File: config.mk
export PLATFORM = sky130hd
export DESIGN_NAME = flagx_alu
export DESIGN_NICKNAME = d
export VERILOG_FILES = /design/src/rtl/flagx_pkg.sv /design/src/rtl/flagx_adder.sv /design/src/rtl/flagx_logic.sv /design/src/rtl/flagx_cond.sv /design/src/rtl/flagx_alu.sv
export SDC_FILE = /design/constraint.sdc
export NUM_CORES = 1
export LEC_CHECK = 0
export ABC_AREA = 0
export BUFFER_PORTS_ARGS = -buffer_cell sky130_fd_sc_hd__buf_2
export CAP_MARGIN = 20
export CELL_PAD_IN_SITES_DETAIL_PLACEMENT = 0
export CELL_PAD_IN_SITES_GLOBAL_PLACEMENT = 1
export CORE_MARGIN = 5
export CORE_UTILIZATION = 46
export DETAILED_ROUTE_END_ITERATION = 10
export GPL_ROUTABILITY_DRIVEN = 0
export PLACE_DENSITY_LB_ADDON = 0.1
export SETUP_SLACK_MARGIN = 0.4
export SKIP_LAST_GASP = 1
export SYNTH_ARGS = -nofsm -noshare
export SYNTH_HDL_FRONTEND = slang
export SYNTH_HIERARCHICAL = 1
export SYNTH_SLANG_ARGS = --single-unit
File: constraint.sdc
create_clock -name clk -period 10.49 [get_ports clk]
set_input_delay 1.049 -clock clk [delete_from_list [all_inputs] [get_ports clk]]
set_output_delay 1.049 -clock clk [all_outputs]
set_load 0.02 [all_outputs]
File: src/rtl/flagx_pkg.sv
package flagx_pkg;
  localparam int DATA_W = 64;
  localparam int EXT_W  = DATA_W + 2;
  localparam int CY_BIT = DATA_W;
  localparam int OV_BIT = DATA_W + 1;

  typedef enum logic [2:0] {
    OP_ADD = 3'd0,
    OP_SUB = 3'd1,
    OP_ADC = 3'd2,
    OP_SBB = 3'd3,
    OP_AND = 3'd4,
    OP_OR  = 3'd5,
    OP_XOR = 3'd6,
    OP_MOV = 3'd7
  } alu_op_e;
endpackage

File: src/rtl/flagx_adder.sv
module flagx_adder #(
  parameter int W = 64
) (
  input  logic [W-1:0] a,
  input  logic [W-1:0] b,
  input  logic         invert_b,
  input  logic         cin,
  output logic [W-1:0] sum,
  output logic         cout,
  output logic         ovf
);
  logic [W-1:0] b_eff;

  always_comb begin
    b_eff       = invert_b ? ~b : b;
    {cout, sum} = {1'b0, a} + {1'b0, b_eff} + {{W{1'b0}}, cin};
    // same-sign inputs to the adder with a differing sign out
    ovf         = (a[W-1] == b_eff[W-1]) && (sum[W-1] != a[W-1]);
  end
endmodule

File: src/rtl/flagx_logic.sv
module flagx_logic
  import flagx_pkg::*;
#(
  parameter int W = 64
) (
  input  alu_op_e      op,
  input  logic [W-1:0] a,
  input  logic [W-1:0] b,
  output logic [W-1:0] y
);
  always_comb begin
    unique case (op)
      OP_AND:  y = a & b;
      OP_OR:   y = a | b;
      OP_XOR:  y = a ^ b;
      default: y = b;
    endcase
  end
endmodule

File: src/rtl/flagx_cond.sv
module flagx_cond #(
  parameter int W = 64
) (
  input  logic [W+1:0] word,
  output logic         neg,
  output logic         zero
);
  assign neg  = word[W-1];
  assign zero = (word[W-1:0] == '0);
endmodule

File: src/rtl/flagx_alu.sv
module flagx_alu
  import flagx_pkg::*;
(
  input  logic             clk,
  input  logic             rst,
  input  logic             in_valid,
  input  logic [2:0]       op,
  input  logic [EXT_W-1:0] src_a,
  input  logic [EXT_W-1:0] src_b,
  output logic             out_valid,
  output logic [EXT_W-1:0] result,
  output logic             cond_neg,
  output logic             cond_zero
);
  alu_op_e           op_e;
  logic              is_arith;
  logic              inv_b;
  logic              carry_in;
  logic [DATA_W-1:0] add_sum;
  logic              add_cout;
  logic              add_ovf;
  logic [DATA_W-1:0] logic_y;
  logic [EXT_W-1:0]  next_word;

  assign op_e = alu_op_e'(op);

  always_comb begin
    is_arith = 1'b1;
    inv_b    = 1'b0;
    carry_in = 1'b0;
    unique case (op_e)
      OP_ADD: begin inv_b = 1'b0; carry_in = 1'b0; end
      OP_SUB: begin inv_b = 1'b1; carry_in = 1'b1; end
      OP_ADC: begin inv_b = 1'b0; carry_in = src_b[CY_BIT]; end
      OP_SBB: begin inv_b = 1'b1; carry_in = src_b[CY_BIT]; end
      default: is_arith = 1'b0;
    endcase
  end

  flagx_adder #(.W(DATA_W)) u_adder (
    .a        (src_a[DATA_W-1:0]),
    .b        (src_b[DATA_W-1:0]),
    .invert_b (inv_b),
    .cin      (carry_in),
    .sum      (add_sum),
    .cout     (add_cout),
    .ovf      (add_ovf)
  );

  flagx_logic #(.W(DATA_W)) u_logic (
    .op (op_e),
    .a  (src_a[DATA_W-1:0]),
    .b  (src_b[DATA_W-1:0]),
    .y  (logic_y)
  );

  assign next_word = is_arith ? {add_ovf, add_cout, add_sum}
                              : {2'b00, logic_y};

  always_ff @(posedge clk) begin
    if (rst) begin
      out_valid <= 1'b0;
      result    <= '0;
    end else begin
      out_valid <= in_valid;
      if (in_valid) result <= next_word;
    end
  end

  flagx_cond #(.W(DATA_W)) u_cond (
    .word (result),
    .neg  (cond_neg),
    .zero (cond_zero)
  );

  // valid strobe follows accepted operation by one cycle
  p_valid_latency_r2: assert property (@(posedge clk) disable iff (rst)
    (!rst && in_valid) |=> out_valid);

  // idle input leaves result untouched and strobe low
  p_idle_hold_r10: assert property (@(posedge clk) disable iff (rst)
    (!rst && !in_valid) |=> (!out_valid && $stable(result)));

  // logical and move results carry no flags
  p_logic_flags_clear_r7: assert property (@(posedge clk) disable iff (rst)
    (!rst && in_valid && op[2]) |=> (result[OV_BIT:CY_BIT] == 2'b00));

  // move passes the second operand's data bits
  p_move_data_r7: assert property (@(posedge clk) disable iff (rst)
    (!rst && in_valid && op == 3'd7) |=> (result[DATA_W-1:0] == $past(src_b[DATA_W-1:0])));

  // zero condition ignores flag bits
  p_zero_ignores_flags_r9: assert property (@(posedge clk) disable iff (rst)
    (out_valid && result[DATA_W-1:0] == '0) |-> cond_zero);

  p_inputs_known_r5: assert property (@(posedge clk) disable iff (rst)
    in_valid |-> !$isunknown({op, src_a, src_b}));
endmodule

==> results of run 1 <==
==> sequential cells by signal, indices dropped and copies added (netlist names) <==
signal,flops
result,66
out_valid,1
==> how the worst min path moves through the flow <==
stage               startpoint          to  slack [ps]  cells past startpoint
global route        result[65]  result[65]         490                      2
detailed placement  result[65]  result[65]         460                      2
finish              result[65]  result[65]         470                      2
CTS                 result[65]  result[65]         470                      2
global placement    result[65]  result[65]         460                      2
floorplan           result[64]  result[64]         540                      2
==> metal layers <==
layer  vias to the layer above  share of wire [%]  global-route usage, %
met5                         -              0.063                      0
met4                         4                2.2                   6.89
met3                        59                4.9                   3.13
met2                       329                 47                   43.3
met1                      5520                 46                   33.1
li1                       5979                  -                      -
==> power breakdown <==
part           leakage (nW)  internal [mW]  switching [mW]  total, mW
clock                 0.137          0.173           0.135      0.308
combinational          6.01          0.306           0.473      0.780
sequential            0.557          0.282          0.0264      0.309
==> layout by cell type, fill, tap and decap left out, types with 14 or more instances in the layout <==
master and instances:
a21o_1 32, a21oi_1 71, ha_1 191, buf_4 14
inv_1 148, mux2i_1 65, nor4_1 21, a211o_1 36
xor2_1 91, nor2_1 201, nor3b_1 31, a22o_1 32
buf_2 200, nand4_1 24, o21ai_0 63, xnor2_1 31
nand2_1 86, dfxtp_1 67, o21a_1 15, nand3_1 19
a211oi_1 138
==> critical path: stages <==
cell and delay [ps]:
buf_2 790, mux2i_1 280, nor2_1 150, inv_1 70, fa_1 450, fa_1 420, nand2b_1 200, a21oi_1 200
o21ai_1 180, o41ai_4 620, a31oi_4 260, o21ai_2 340, a31oi_1 190, o21bai_1 190, xor2_1 160, mux2i_1 100
a211oi_1 220
==> cells by family (layout without fill, tap and decap cells) <==
family                     after synthesis  in the layout  synth area share, %
muxes                                   66             66                 5.51
AOI/OAI and AO/OA                      456            456                 27.1
adders and majority gates              193            193                 20.2
and+or+nand+nor                        448            448                 17.6
DFF                                     67             67                 11.2
other                                    0              1                    0
xor gates and xnor gates               122            122                 8.89
buffers and inverters                  264            378                 9.55
==> area by class of cell <==
class                   instances  area (µm²)  share of cell area (%)
repair buffers                214        1110                    8.35
diodes                          1        2.50                  0.0189
clock inverters                 2        10.0                  0.0756
flip-flops and latches         67        1340                    10.1
clock buffers                  14         264                    1.99
multi-input cells            1285        9550                    72.1
well taps                     335         419                    3.16
inverters                     148         556                    4.19
==> stage by stage <==
stage / hold WS [ps] / area (µm²) / utilization (%) / total power [mW] / setup slack, ps
CTS: 474 / 13200 / 51.1 / 1.40 / 4900
finish: 469 / 13200 / 51.1 / 1.40 / 4860
detailed placement: 457 / 13000 / 50.1 / 1.09 / 4540
global route: 486 / 13200 / 51.1 / 1.50 / 4570
global placement: 455 / 13000 / 50.1 / 1.08 / 4540
floorplan: 543 / 12000 / - / 0.870 / 5090
==> results.json, run 1 <==
{
  "synth_edf_count": 0,
  "finalCritPeriodShare_pct": 53.7,
  "fp-row-count": 59,
  "period_needed_ps": 5630,
  "synth_most_common_cell": "nor2_1",
  "die-area_mm2": 0.0295,
  "synthFlopType": "dfxtp_1",
  "startpoint_type": "input port",
  "finClkSkew_ps": 0,
  "status": "finished clean",
  "crit_fanout": 39,
  "slew_violations": 0,
  "reg2reg_from": "result[40]",
  "crit_start": "op[1]",
  "ys_async_sr_fraction_pct": 0,
  "hold_path.class": "reg -> reg",
  "drt_iter0_drc": 761,
  "grt_max_degree": 85,
  "synth_area_leaders": "ha_1 20%, dfxtp_1 11%, a211oi_1 8.6%, xor2_1 6.6%, nor2_1 6.3%",
  "syn_to_final_growth_pct": 10.2,
  "wl_mm": 38.2,
  "ys_types": 70,
  "antenna_found_initial": 3,
  "cts.repair.resized": 0,
  "cp-end-kind": "flip-flop",
  "hold_violations": 0,
  "cts_tree": "built",
  "fin_cells": 2066,
  "ctsLongestPathBuffers": 2,
  "cts.sinks": 67,
  "maxCapViolations": 0,
  "viasPerCell": 5.76,
  "yosys.area.top_type_share_pct": 19.9,
  "syn_nets": 1947,
  "postCtsSetupRepairBufs": 0,
  "ios": 207,
  "grt_pass1_wl_mm": 60.4,
  "ff2ff_setup_slack_ps": 9610,
  "synth.avg_cell_area_um2": 7.44,
  "syn_inst": 1616,
  "layout-drive-gt1-share_pct": 14.3,
  "cts_inserted_buffers": 9,
  "arrival_ps": 5900,
  "cts-htree-levels": 3,
  "worstMarginPinSlew_ps": 1070,
  "yosysSeqAreaShare_pct": 11.2,
  "setup_viol": 0,
  "worstPathRequired_ps": 10750,
  "core_mm2": 0.0259,
  "fin_nets": 2056,
  "grt-ovfl-total": 0,
  "place_inst": 2049,
  "peakVddDrop_mv": 0.0714,
  "die_width_um": 172,
  "timing.fmax_ghz": 0.178,
  "drt_first_pass_iters": 5,
  "r2r_end": "result[40]",
  "postCtsHoldBufs": 0,
  "grt_usage_pct": 25.2,
  "synth_area_mm2": 0.0120,
  "yosys-top-cells-count": "201 x nor2_1, 191 x ha_1, 148 x inv_1",
  "grt_pass1_vias": 11509,
  "vias": 11891,
  "post-dp-hpwl_mm": 28.6,
  "tns_ps": 0,
  "die_y_um": 172,
  "initial_core_util_pct": 46.4,
  "drc": 0,
  "cts-root-buf": "clkbuf_16",
  "routedWlPerCell_um": 18.5,
  "p_leak_nw": 6.70,
  "nFillCells": 2655,
  "rsz0062_at_grt": "no",
  "insertion_delay_ps": 330,
  "relSlewSlack_pct": 28.7,
  "port_buffers": 203,
  "yosysWarnings": 6,
  "synth-seq-cells": 67,
  "yosys.area.top_type": "ha_1",
  "r2r_cells": 2,
  "crit_path_end": "result[60]",
  "antenna_left": 0,
  "critPathKind": "in -> reg",
  "path_clk_slew_ps": 70,
  "powerDensity_mw_per_mm2": 105
}
Power figures use the tool's default switching activity.
==> run 2: changes to the inputs <==
--- a/config.mk
+++ b/config.mk
@@ -11,7 +11,7 @@
 export CELL_PAD_IN_SITES_DETAIL_PLACEMENT = 0
 export CELL_PAD_IN_SITES_GLOBAL_PLACEMENT = 1
 export CORE_MARGIN = 5
-export CORE_UTILIZATION = 46
+export CORE_UTILIZATION = 43
 export DETAILED_ROUTE_END_ITERATION = 10
 export GPL_ROUTABILITY_DRIVEN = 0
 export PLACE_DENSITY_LB_ADDON = 0.1
==> constraint.sdc (replaced) <==
create_clock -name clk -period 5.9 [get_ports clk]
set_input_delay 0.59 -clock clk [delete_from_list [all_inputs] [get_ports clk]]
set_output_delay 0.59 -clock clk [all_outputs]
set_load 0.02 [all_outputs]
==> results.json, run 2 (synthesis results as in run 1) <==
{
  "status": "finished clean",
  "cts-htree-levels": 3,
  "fin_nets": 2060,
  "wl_mm": 37.7,
  "largest_reg_flops": 66,
  "r2r_end": "result[9]",
  "p_leak_nw": 6.72,
  "slowest_delay_ps": 450,
  "fp-row-count": 61,
  "crit_family": "compound AO/OA/AOI/OAI gates",
  "cp-end-kind": "flip-flop",
  "layout-drive-gt1-share_pct": 14.4,
  "postCtsSetupRepairBufs": 0,
  "cts-root-buf": "clkbuf_16",
  "arrival_ps": 4670,
  "timing.fmax_ghz": 0.226,
  "rsz0062_at_grt": "no",
  "nFillCells": 2936,
  "initial_core_util_pct": 43.4,
  "antenna_left": 0,
  "place_inst": 2096,
  "drc": 0,
  "ff2ff_setup_slack_ps": 5050,
  "setup_viol": 0,
  "top_regs": "result x66, out_valid x1",
  "hold_path.class": "reg -> reg",
  "grt_usage_pct": 23.6,
  "ctsLongestPathBuffers": 2,
  "drt_iter0_drc": 545,
  "die-area_mm2": 0.0314,
  "worstMarginPinSlew_ps": 963,
  "powerDensity_mw_per_mm2": 185,
  "crit_fanout": 27,
  "vias": 11793,
  "cts_tree": "built",
  "viasPerCell": 5.58,
  "hold-path-endpoint": "result[65]",
  "finClkSkew_ps": 0,
  "crit_buf_inv": 2,
  "tns_ps": 0,
  "syn_to_final_growth_pct": 10.9,
  "cts.repair.resized": 0,
  "relSlewSlack_pct": 35.8,
  "grt_pass1_wl_mm": 60.3,
  "drt_first_pass_iters": 5,
  "worstPathRequired_ps": 6150,
  "slew_violations": 0,
  "period_needed_ps": 4420,
  "cp_common_cell": "buf_4",
  "die_width_um": 177,
  "placed_cell_area_mm2": 0.0131,
  "postCtsHoldBufs": 0,
  "port_buffers": 203,
  "cts_inserted_buffers": 9,
  "postLayoutCoreUtil_pct": 48.1,
  "core_mm2": 0.0277,
  "hold_start": "result[65]",
  "top_register": "result",
  "startpoint_type": "input port",
  "hold_violations": 0,
  "r2r_cells": 2,
  "finalCritPeriodShare_pct": 74.9,
  "cp_slowest_cell": "a31oi_2",
  "min_path_cells": 2,
  "path_clk_slew_ps": 60,
  "final_common_cell": "nor2_1",
  "grt-ovfl-total": 0,
  "insertion_delay_ps": 340,
  "grt_pass1_vias": 11331,
  "fin_area_mm2": 0.0133,
  "final_cell_mix": "201 x nor2_1, 200 x buf_2, 191 x ha_1, 148 x inv_1, 138 x a211oi_1",
  "critPathKind": "in -> reg",
  "peakVddDrop_mv": 0.114,
  "maxCapViolations": 0,
  "routedWlPerCell_um": 17.8,
  "fin_cells": 2113,
  "reg2reg_from": "result[9]",
  "post-dp-hpwl_mm": 29.0,
  "cts.sinks": 67,
  "path_cells": "buf_4 > nor2b_4 > buf_4 > xor2_1 > ha_1 > a21o_1 > a31oi_1 > o2111ai_1 > a221oi_1 > nand3_1 > a31oi_2 > o21a_1 > nor2_1 > a311oi_1 > mux2i_1 > a211oi_1",
  "antenna_found_initial": 2,
  "worst_hold_slack_ps": 470,
  "die_y_um": 177,
  "grt_max_degree": 135,
  "ios": 207
}
run 2: cell types whose count changed in the layout (fill, tap and decap cells not counted):
cell,change
buf_12,+1
buf_4,+3
clkbuf_1,-1
clkbuf_8,-1
clkinv_2,+1
diode_2,+1
nand2b_1,+1
nand2b_2,-1
run 2: worst max-delay path by stage:
stage / start / end / depth (start not counted)
finish: op[2] / result[57] / 16
global route: op[2] / result[57] / 16
CTS: op[2] / result[57] / 16
floorplan: op[2] / result[60] / 20
global placement: op[2] / result[60] / 17
detailed placement: op[2] / result[60] / 17
run 2: worst register-to-register path, stage by stage, from the launching register on:
cell      delay, ps
dfxtp_1         470
nor2_1           70
a211oi_1        230
run 2: cell type report:
cell class / instances / area [µm²] / share of cell area, %
clock inverter: 3 / 15.0 / 0.113
tap: 378 / 473 / 3.55
sequential: 67 / 1340 / 10.1
clock buffer: 12 / 246 / 1.85
multi-input combinational: 1285 / 9550 / 71.6
timing repair buffer: 218 / 1150 / 8.62
inverter: 148 / 556 / 4.17
antenna: 2 / 5.00 / 0.0375
run 2: routing by layer:
metal	up-vias	GRT usage, %	part of all wire (%)
li1	5968	-	-
met1	5549	31.1	46
met2	234	40.8	48
met3	42	2.58	3.9
met4	0	6.54	2.1
met5	-	0	0
run 2: power breakdown:
part	switching, mW	internal, mW	total (mW)
logic	0.839	0.548	1.39
registers	0.0456	0.502	0.547
clock network	0.242	0.293	0.535
total	1.13	1.34	2.47
run 2: per-stage QoR:
step                      setup slack [ps]  total power [mW]
after CTS                             1500              2.49
after detailed placement              1150              1.94
after floorplan                        958              1.55
after global placement                1140              1.93
final                                 1480              2.47
after global routing                  1230              2.66
